[src/rtl/stereo_serial_rx.sv]
module stereo_serial_rx #(
  parameter int W = 24
) (
  input  logic         bclk,
  input  logic         rst_n,
  input  logic         lrclk,
  input  logic         sdata,
  input  logic         fmt_i2s,
  output logic [W-1:0] left_o,
  output logic [W-1:0] right_o,
  output logic         valid_o
);
  localparam int IW = $clog2(W + 1);
  localparam logic [IW-1:0] LAST = IW'(W - 1);

  logic [1:0]    prime;
  logic          lr_q, lr_qq, sd_q;
  logic [W-1:0]  sh, nw, lhold, cword;
  logic [IW-1:0] idx;
  logic          busy, cur_left, lgot;

  wire edge_d = prime[1] & (lr_q ^ lr_qq);
  wire din    = fmt_i2s ? sdata : sd_q;
  wire cut    = edge_d & busy;
  wire full   = ~edge_d & busy & (idx == LAST);
  wire commit = cut | full;

  always_comb begin
    nw = sh;
    if (busy) nw[LAST - idx] = din;
  end

  assign cword = cut ? sh : nw;

  always_ff @(posedge bclk or negedge rst_n) begin
    if (!rst_n) begin
      prime    <= '0;
      lr_q     <= 1'b0;
      lr_qq    <= 1'b0;
      sd_q     <= 1'b0;
      sh       <= '0;
      idx      <= '0;
      busy     <= 1'b0;
      cur_left <= 1'b0;
      lgot     <= 1'b0;
      lhold    <= '0;
      left_o   <= '0;
      right_o  <= '0;
      valid_o  <= 1'b0;
    end else begin
      prime   <= {prime[0], 1'b1};
      lr_q    <= lrclk;
      lr_qq   <= lr_q;
      sd_q    <= sdata;
      valid_o <= 1'b0;
      if (edge_d) begin
        sh       <= {din, {(W-1){1'b0}}};
        idx      <= IW'(1);
        busy     <= 1'b1;
        cur_left <= fmt_i2s ? ~lr_q : lr_q;
      end else if (busy) begin
        sh  <= nw;
        idx <= idx + 1'b1;
        if (idx == LAST) busy <= 1'b0;
      end
      if (commit) begin
        if (cur_left) begin
          lhold <= cword;
          lgot  <= 1'b1;
        end else begin
          lgot <= 1'b0;
          if (lgot) begin
            left_o  <= lhold;
            right_o <= cword;
            valid_o <= 1'b1;
          end
        end
      end
    end
  end
endmodule

[config.mk]
export PLATFORM = sky130hd
export DESIGN_NAME = stereo_serial_rx
export DESIGN_NICKNAME = d
export VERILOG_FILES = /design/src/rtl/stereo_serial_rx.sv
export SDC_FILE = /design/constraint.sdc
export NUM_CORES = 1
export LEC_CHECK = 0
export BUFFER_PORTS_ARGS = -buffer_cell sky130_fd_sc_hd__buf_2
export CAP_MARGIN = 0
export CORE_UTILIZATION = 50
export DETAILED_ROUTE_END_ITERATION = 10
export PLACE_DENSITY = 0.73
export RECOVER_POWER = 25
export SYNTH_ARGS = -nofsm -noshare
export SYNTH_HDL_FRONTEND = slang
export SYNTH_SLANG_ARGS = --single-unit
[constraint.sdc]
create_clock -name bclk -period 2.4 [get_ports bclk]
set_clock_uncertainty 0.15 [all_clocks]
set_input_delay 0.24 -clock bclk [delete_from_list [all_inputs] [get_ports bclk]]
set_output_delay 0.24 -clock bclk [all_outputs]
set_load 0.05 [all_outputs]
==> results.json, run 1 <==
{
  "cts_setup_buffers": 0,
  "dpl.hpwl_um": 5694,
  "power_leakage_nw": 2.693,
  "synthesis.area_mm2": 0.004664,
  "hold_viol": 0,
  "die_h_um": 98.59,
  "grt_usage_pct": 19.15,
  "layout-drive-gt1-share_pct": 40.14,
  "ios": 54,
  "slew_headroom_pct": 21.60,
  "ant_nets": 0,
  "synthArstFlopShare_pct": 100.0,
  "die_area_mm2": 0.009719,
  "synthFlopType": "dfrtp_1",
  "fillers": 727,
  "start_util_pct": 52.46,
  "r2r_start": "idx[0]",
  "syn_nets": 361,
  "max_clock_freq_mhz": 444.8,
  "yosysMostFrequentCell": "dfrtp_1",
  "synthMuxAreaShare_pct": 19.15,
  "port_buffers": 53,
  "cts.sinks": 110,
  "min_period_ns": 2.248,
  "synth_top_cell_area_share_pct": 59.01,
  "rsz0062_at_grt": "no",
  "coreArea_mm2": 0.008891,
  "synthCells": 352,
  "min_path_type": "in -> reg",
  "postLayoutCellArea_mm2": 0.005375,
  "cpMaxStageDelayCell": "dfrtp_1",
  "p_per_area_mw_per_mm2": 1218,
  "seq_area_frac_synth_pct": 59.01,
  "synth_warnings": 0,
  "totalWireLength_um": 8505,
  "setup_viol": 0,
  "report.final.slew_viol_count": 0,
  "ys_types": 35,
  "fin_nets": 425,
  "h-tree-depth": 3,
  "cp-end-kind": "flop",
  "antenna-diode-count": 0,
  "min_period_over_period_pct": 93.67,
  "numCtsBuffers": 9,
  "clock-root-buffer": "clkbuf_8",
  "rows": 34,
  "grt_overflow": 0,
  "dr.pass1.iters": 4,
  "criticalPathCategory": "reg -> reg",
  "synth_compound_area_share_pct": 11.21,
  "drt-vias-per-instance": 5.529,
  "whs_ns": 0.06866,
  "cp.required_ns": 2.50,
  "yosysTopAreaCell": "dfrtp_1",
  "worstSkewPairLatency_ns": 0.36,
  "drv_cap": 0,
  "dpl_cell_area_mm2": 0.005142,
  "setup_ws_ns": 0.1519,
  "die_w_um": 98.59,
  "cts_tree": "done",
  "post_drt_wl_per_cell_um": 16.08,
  "area_delta_synth_final_pct": 15.24,
  "start_kind": "flop",
  "antenna_found_initial": 0,
  "drt_iter0_markers": 130,
  "ir_worst_vdd_v": 0.0006792,
  "clk_pin_slew_ns": 0.09,
  "vias": 2925,
  "dp_cells": 510,
  "critPathArrivalTime_ns": 2.34,
  "cp-startpoint": "idx[0]",
  "cts_buffer_depth": 2,
  "grt_first_pass_wirelength_um": 14570,
  "min_from": "fmt_i2s",
  "ys_ff_latch": 110,
  "yosys-top-cells-count": "110 x dfrtp_1, 61 x mux2_2, 17 x a21oi_1, 17 x nor2_1, 16 x clkbuf_1",
  "synth_edf_count": 0,
  "dp_slack_ns": -0.02634,
  "synthXorXnorAreaFrac_pct": 1.100,
  "drcViolationCount": 0,
  "syn_avg_cell_area_um2": 13.25,
  "crit_chain": "ha_1 -> and4b_1 -> a21oi_2 -> buf_4 -> nor4b_4 -> buf_6 -> mux2_2",
  "synthAdderAreaFrac_pct": 1.073,
  "synth_top_family_by_area": "multiplexers",
  "place_congestion": 0.8258,
  "worst_pin_slew_ns": 1.176,
  "grt_pass1_vias": 2868,
  "outcome": "finished, final reports clean",
  "yosys.area_share.simple_pct": 4.962,
  "fin_cells": 529,
  "grt_max_degree": 48,
  "synth_area_leaders": "dfrtp_1 59%, mux2_2 15%, mux2i_1 3.2%, a31o_2 2.8%, a311oi_1 2.6%",
  "slowest_delay_ns": 0.37,
  "critPathMaxFanout": 18
}
final cells by class:
type / count / area [um2] / share of cell area (%)
clock inverters: 5 / 63.81 / 1.187
multi-input cells: 208 / 1760 / 32.75
repair buffers: 80 / 495.5 / 9.218
flip-flops and latches: 110 / 2753 / 51.21
clock buffers: 11 / 141.4 / 2.630
well taps: 108 / 135.1 / 2.514
inverters: 7 / 26.28 / 0.4888
routing by layer:
| metal | vias to the layer above | track usage [%] | wire length [um] |
|---|---|---|---|
| li1 | 1399 | - | - |
| met4 | 0 | 7.463 | 134 |
| met2 | 77 | 29.69 | 3959 |
| met3 | 10 | 3.050 | 379 |
| met1 | 1439 | 27.31 | 4032 |
| met5 | - | 0 | 0 |
stage by stage:
stage | total power [mW] | util (%) | TNS [ns]
after floorplan | 4.720 | - | 0
after global placement | 5.370 | 57.84 | 0
final | 6.550 | 60.46 | 0
after CTS | 6.615 | 60.54 | 0
after global routing | 6.911 | 60.46 | 0
after detailed placement | 5.458 | 57.84 | -0.3305
cell families after synthesis:
group / count (synthesis)
xor gates and xnor gates: 5
muxes: 81
and+or+nand+nor: 44
DFF: 110
AOI/OAI and AO/OA: 73
other: 1
buffers and inverters: 34
adders and majority gates: 4
power breakdown:
group / switching, mW / internal [mW]
Clock: 0.618 / 0.521
Sequential: 0.268 / 2.39
Combinational: 1.84 / 0.917
placed cells by master (no fill, tap or decap), drive strengths merged, types with 2 or more instances in the layout:
cell / count
dlygate4sd3: 3
ha: 4
dfrtp: 110
nand3: 5
and2: 4
o31ai: 4
a21o: 6
a31o: 15
a311oi: 14
buf: 73
mux2: 66
nor3b: 3
nand2: 9
o21ai: 8
mux2i: 15
a21oi: 18
clkbuf: 15
nor2: 17
xor2: 3
a211oi: 8
inv: 9
xnor2: 2
worst paths after layout:
| check | endpoint | slack, ns | cells after the start |
|---|---|---|---|
| max | left_o[17] | 0.15 | 7 |
| min | cur_left | 0.07 | 3 |
| max reg2reg | left_o[17] | 0.15 | 7 |
| min reg2reg | prime[1] | 0.21 | 0 |
| max in group asynchronous | lhold[18] | 0.47 | 3 |
| min in group asynchronous | left_o[0] | 0.48 | 2 |
worst max-delay path: cells and delay by family, from the launching register on:
family,cells,cell delay [ns]
AO/OA/AOI/OAI,1,0.07
buffers and inverters,2,0.44
multiplexers,1,0.36
adder cells (fa/ha/maj),1,0.16
flip-flops,1,0.37
AND/OR/NAND/NOR,2,0.59
timing repair:
action / in CTS / in global routing
gates cloned: 0 / 0
gates resized for setup: 1 / 1
hold buffers: 3 / 0
setup endpoints to repair: 20 / 16
hold endpoints to repair: 46 / 0
sequential cells by signal, summed over array words and instances (netlist names):
| register | flops |
|---|---|
| busy | 1 |
| cur_left | 1 |
| idx | 5 |
| left_o | 24 |
| lgot | 1 |
| lhold | 24 |
| lr_q | 1 |
| lr_qq | 1 |
| prime | 2 |
| right_o | 24 |
| sd_q | 1 |
| sh | 24 |
| valid_o | 1 |
Power figures use the tool's default switching activity.
==> inputs of run 2 (changes only) <==
Settings changed: PLACE_DENSITY 0.73 to not set, PLACE_DENSITY_LB_ADDON set to 0.3.
==> results.json, run 2 (synthesis results as in run 1) <==
{
  "dp_slack_ns": -0.07864,
  "max_clock_freq_mhz": 436.5,
  "grt_pass1_vias": 2952,
  "power_leakage_nw": 2.684,
  "layout-drive-gt1-share_pct": 41.00,
  "cts_tree": "done",
  "post_drt_wl_per_cell_um": 16.38,
  "worstSkewPairLatency_ns": 0.38,
  "worst_pin_slew_ns": 1.094,
  "ant_nets": 0,
  "area_delta_synth_final_pct": 14.86,
  "grt_usage_pct": 19.49,
  "coreArea_mm2": 0.008891,
  "met1_usage_pct": 27.24,
  "power.total_mw": 6.455,
  "cp-end-kind": "flop",
  "mostFrequentLayoutCell": "dfrtp_1",
  "use_met2_pct": 31.09,
  "antenna-diode-count": 0,
  "criticalPathCategory": "reg -> reg",
  "whs_ns": 0.08540,
  "rows": 34,
  "hold_viol": 0,
  "p_per_area_mw_per_mm2": 1205,
  "setup_ws_ns": 0.1091,
  "drcViolationCount": 0,
  "vias": 3016,
  "clock-root-buffer": "clkbuf_8",
  "dpl_cell_area_mm2": 0.005150,
  "place_congestion": 0.7853,
  "worst-r2r-setup-slack_ns": 0.11,
  "reg2reg_to": "left_o[9]",
  "start_kind": "flop",
  "busiest_layer": "met2",
  "setup_viol": 0,
  "grt_max_degree": 45,
  "min_from": "fmt_i2s",
  "critPathArrivalTime_ns": 2.41,
  "die_h_um": 98.59,
  "reg2regPathDepth": 7,
  "holdPathEnd": "cur_left",
  "cp.required_ns": 2.52,
  "min_period_over_period_pct": 95.45,
  "outcome": "finished, final reports clean",
  "hold_depth": 3,
  "grt_first_pass_wirelength_um": 14900,
  "critPathMaxFanout": 30,
  "met3_usage_pct": 3.050,
  "drv_cap": 0,
  "grt_overflow": 0,
  "die_w_um": 98.59,
  "antenna_found_initial": 0,
  "cpMaxStageDelayCell": "dfrtp_1",
  "r2r_start": "idx[1]",
  "port_buffers": 53,
  "h-tree-depth": 3,
  "slowest_delay_ns": 0.38,
  "report.final.slew_viol_count": 0,
  "clk_pin_slew_ns": 0.10,
  "min_path_type": "in -> reg",
  "drt_iter0_markers": 162,
  "slew_headroom_pct": 27.07,
  "ios": 54,
  "cts.sinks": 110,
  "fin_nets": 426,
  "final_cell_mix": "110 x dfrtp_1, 61 x mux2_2, 51 x buf_2",
  "totalWireLength_um": 8684,
  "cts_buffer_depth": 2,
  "min_period_ns": 2.291,
  "drt-vias-per-instance": 5.691,
  "dr.pass1.iters": 4,
  "crit_chain": "ha_1 -> and4b_2 -> a21oi_2 -> buf_4 -> nor4b_4 -> buf_12 -> mux2_2",
  "dpl.hpwl_um": 5800,
  "rsz0062_at_grt": "no",
  "die_area_mm2": 0.009719,
  "postLayoutCellArea_mm2": 0.005358,
  "ir_worst_vdd_v": 0.0006570,
  "start_util_pct": 52.46,
  "numCtsBuffers": 9
}
run 2: changes by cell type in the layout (fill, tap and decap cells not counted), sizes merged:
cell,delta
buf,+2
clkinv,-1
clkinvlp,+2
clkbuf,-1
bufinv,-1
run 2: final cells by class:
type / instances / area, um2
well taps: 108 / 135.1
clock inverters: 5 / 42.54
inverters: 7 / 26.28
fillers: 726 / 3533
multi-input cells: 208 / 1762
repair buffers: 81 / 498.0
clock buffers: 11 / 141.4
flip-flops and latches: 110 / 2753
run 2: critical path: cells and delay by family, from the launching register on:
kind	cells	cell delay, ns
flops	1	0.38
compound gates	1	0.06
mux	1	0.36
fa+ha+maj	1	0.16
simple gates	2	0.63
buf+inv	2	0.44
run 2: report_power, final:
part | switching [mW] | leakage (nW) | internal (mW) | total (mW)
combinational | 1.83 | 1.13 | 0.918 | 2.75
sequential | 0.273 | 1.47 | 2.39 | 2.66
clock | 0.622 | 0.0841 | 0.417 | 1.04
total | 2.73 | 2.68 | 3.72 | 6.46
run 2: how the worst max path moves through the flow:
stage          startpoint     endpoint  slack [ns]  cells past startpoint
2_1_floorplan      idx[0]   left_o[18]        0.19                      7
3_3_place_gp       idx[0]     lhold[8]        0.04                      5
3_5_place_dp       idx[1]    lhold[17]       -0.08                      5
4_1_cts            idx[1]  right_o[15]        0.07                      7
5_1_grt            idx[1]   left_o[19]       0.007                      7
6_report           idx[1]    left_o[9]        0.11                      7
run 2: through the flow:
stage	TNS, ns	util (%)	instances
6_report	0	60.26	530
5_1_grt	0	60.26	530
4_1_cts	0	60.39	530
3_5_place_dp	-1.368	57.92	511
3_3_place_gp	0	57.92	511
2_1_floorplan	0	-	352
run 2: per-layer routing:
layer  wire length [um]  vias to the layer above
met5                  0                        -
met4                146                        0
met3                334                       15
met2               4082                       65
met1               4120                     1530
li1                   -                     1406
run 2: what timing repair did:
item | in CTS | in global routing
buffers inserted | 0 | 0
resized for setup | 1 | 2
endpoints found under the hold margin | 44 | 0
pin swaps | 0 | 0
hold buffers | 3 | 0
cloned | 0 | 0
setup endpoints to repair | 20 | 14
==> inputs of run 3 (changes only) <==
Settings changed: CORE_ASPECT_RATIO set to 0.9.
==> results.json, run 3 (synthesis results as in run 1) <==
{
  "crit_chain": "ha_2 -> and4b_2 -> a21oi_4 -> nor4b_4 -> buf_4 -> buf_8 -> mux2_2",
  "critPathMaxFanout": 8,
  "fin_cells": 545,
  "coreArea_mm2": 0.009084,
  "final_cell_mix": "110 x dfrtp_1, 61 x mux2_2, 51 x buf_2",
  "rsz0062_at_grt": "no",
  "die_h_um": 93.63,
  "min_period_over_period_pct": 96.76,
  "worst_pin_slew_ns": 1.080,
  "cts_tree": "done",
  "antenna-diode-count": 0,
  "power_frac_comb_pct": 42.5,
  "antenna_found_initial": 0,
  "drt-vias-per-instance": 5.512,
  "numCtsBuffers": 9,
  "vias": 3004,
  "dp_cells": 520,
  "cts_buffer_depth": 2,
  "clock-root-buffer": "clkbuf_8",
  "p_clk_share_pct": 16.5,
  "max_clock_freq_mhz": 430.6,
  "ir_worst_vdd_v": 0.0007789,
  "die_area_mm2": 0.009720,
  "outcome": "finished, final reports clean",
  "internal-power_mw": 3.819,
  "cp-end-kind": "flop",
  "grt_overflow": 0,
  "drcViolationCount": 0,
  "cts.sinks": 110,
  "slowest_delay_ns": 0.41,
  "criticalPathCategory": "reg -> reg",
  "post_drt_wl_per_cell_um": 16.73,
  "mostFrequentLayoutCell": "dfrtp_1",
  "fin_util_pct": 60.06,
  "worstSkewPairLatency_ns": 0.36,
  "rows": 33,
  "dpl.hpwl_um": 5791,
  "grt_usage_pct": 19.46,
  "grt_pass1_vias": 3023,
  "layout-drive-gt1-share_pct": 41.37,
  "power_leakage_nw": 2.722,
  "slew_headroom_pct": 27.98,
  "report.final.slew_viol_count": 0,
  "grt_max_degree": 45,
  "die_w_um": 103.8,
  "p_seq_share_pct": 41.1,
  "drv_cap": 0,
  "start_util_pct": 51.35,
  "fin_nets": 429,
  "p_per_area_mw_per_mm2": 1193,
  "setup_viol": 0,
  "power.switching_mw": 2.691,
  "h-tree-depth": 3,
  "ant_nets": 0,
  "place_congestion": 0.8161,
  "clk_pin_slew_ns": 0.09,
  "swShare_pct": 41.34,
  "hold_viol": 0,
  "dr.pass1.iters": 4,
  "grt_first_pass_wirelength_um": 14970,
  "port_buffers": 53,
  "area_delta_synth_final_pct": 16.95,
  "min_path_type": "in -> reg",
  "cpMaxStageDelayCell": "dfrtp_1",
  "start_kind": "flop",
  "setup_tns_ns": 0,
  "ios": 54,
  "drt_iter0_markers": 130,
  "min_period_ns": 2.322,
  "totalWireLength_um": 9116,
  "critPathArrivalTime_ns": 2.42,
  "cp.required_ns": 2.50
}
run 3: area by class of cell:
| cell class | instances | area, um2 |
|---|---|---|
| repair buffers | 84 | 558.0 |
| fillers | 764 | 3628 |
| flip-flops and latches | 110 | 2753 |
| inverters | 7 | 26.28 |
| clock inverters | 3 | 46.29 |
| multi-input cells | 208 | 1778 |
| well taps | 122 | 152.6 |
| clock buffers | 11 | 141.4 |
run 3: power by group through the flow:
| stage | sequential [mW] | combinational, mW | clock, mW |
|---|---|---|---|
| after global placement | 2.69 | 2.66 | 0 |
| after CTS | 2.69 | 2.72 | 1.10 |
| final | 2.68 | 2.76 | 1.07 |
| after global routing | 2.75 | 2.95 | 1.17 |
| after floorplan | 3.64 | 1.08 | 0 |
| after detailed placement | 2.72 | 2.71 | 0 |
run 3: worst max-delay path, delay by kind of cell, from the launching register on:
| family | cells | cell delay (ns) |
|---|---|---|
| buf+inv | 2 | 0.38 |
| flops | 1 | 0.41 |
| simple gates | 2 | 0.68 |
| fa+ha+maj | 1 | 0.20 |
| compound gates | 1 | 0.05 |
| mux | 1 | 0.34 |
run 3: timing repair:
action | CTS | global route
setup endpoints to repair | 0 | 7
endpoints found under the hold margin | 43 | 0
hold buffers | 3 | 0
gates resized for setup | 0 | 6
setup buffers | 0 | 5
run 3: path summary, 6_finish.rpt:
path	slack [ns]	to	cells past startpoint	start
max in group asynchronous	0.78	left_o[19]	3	rst_n
min in group asynchronous	0.47	valid_o	2	rst_n
worst min register to register	0.22	prime[1]	0	prime[0]
worst min-delay path	0.09	cur_left	3	fmt_i2s
worst max-delay path	0.08	left_o[5]	7	idx[1]
worst max register to register	0.08	left_o[5]	7	idx[1]
run 3: per-stage QoR:
stage	total power, mW	setup slack (ns)	instance area, um2	hold WS [ns]
after CTS	6.511	0.1215	5348	0.08827
after global placement	5.348	0.2437	5130	0.1185
after global routing	6.876	0.02364	5455	0.1121
final	6.511	0.07768	5455	0.09394
after detailed placement	5.429	0.1605	5130	0.1118
after floorplan	4.720	0.1909	4664	-0.2056
run 3: metal layers:
metal	global-route usage, %	routed length (um)
met5	0	0
met4	3.571	67
met3	4.808	484
met1	26.49	4268
met2	32.11	4296
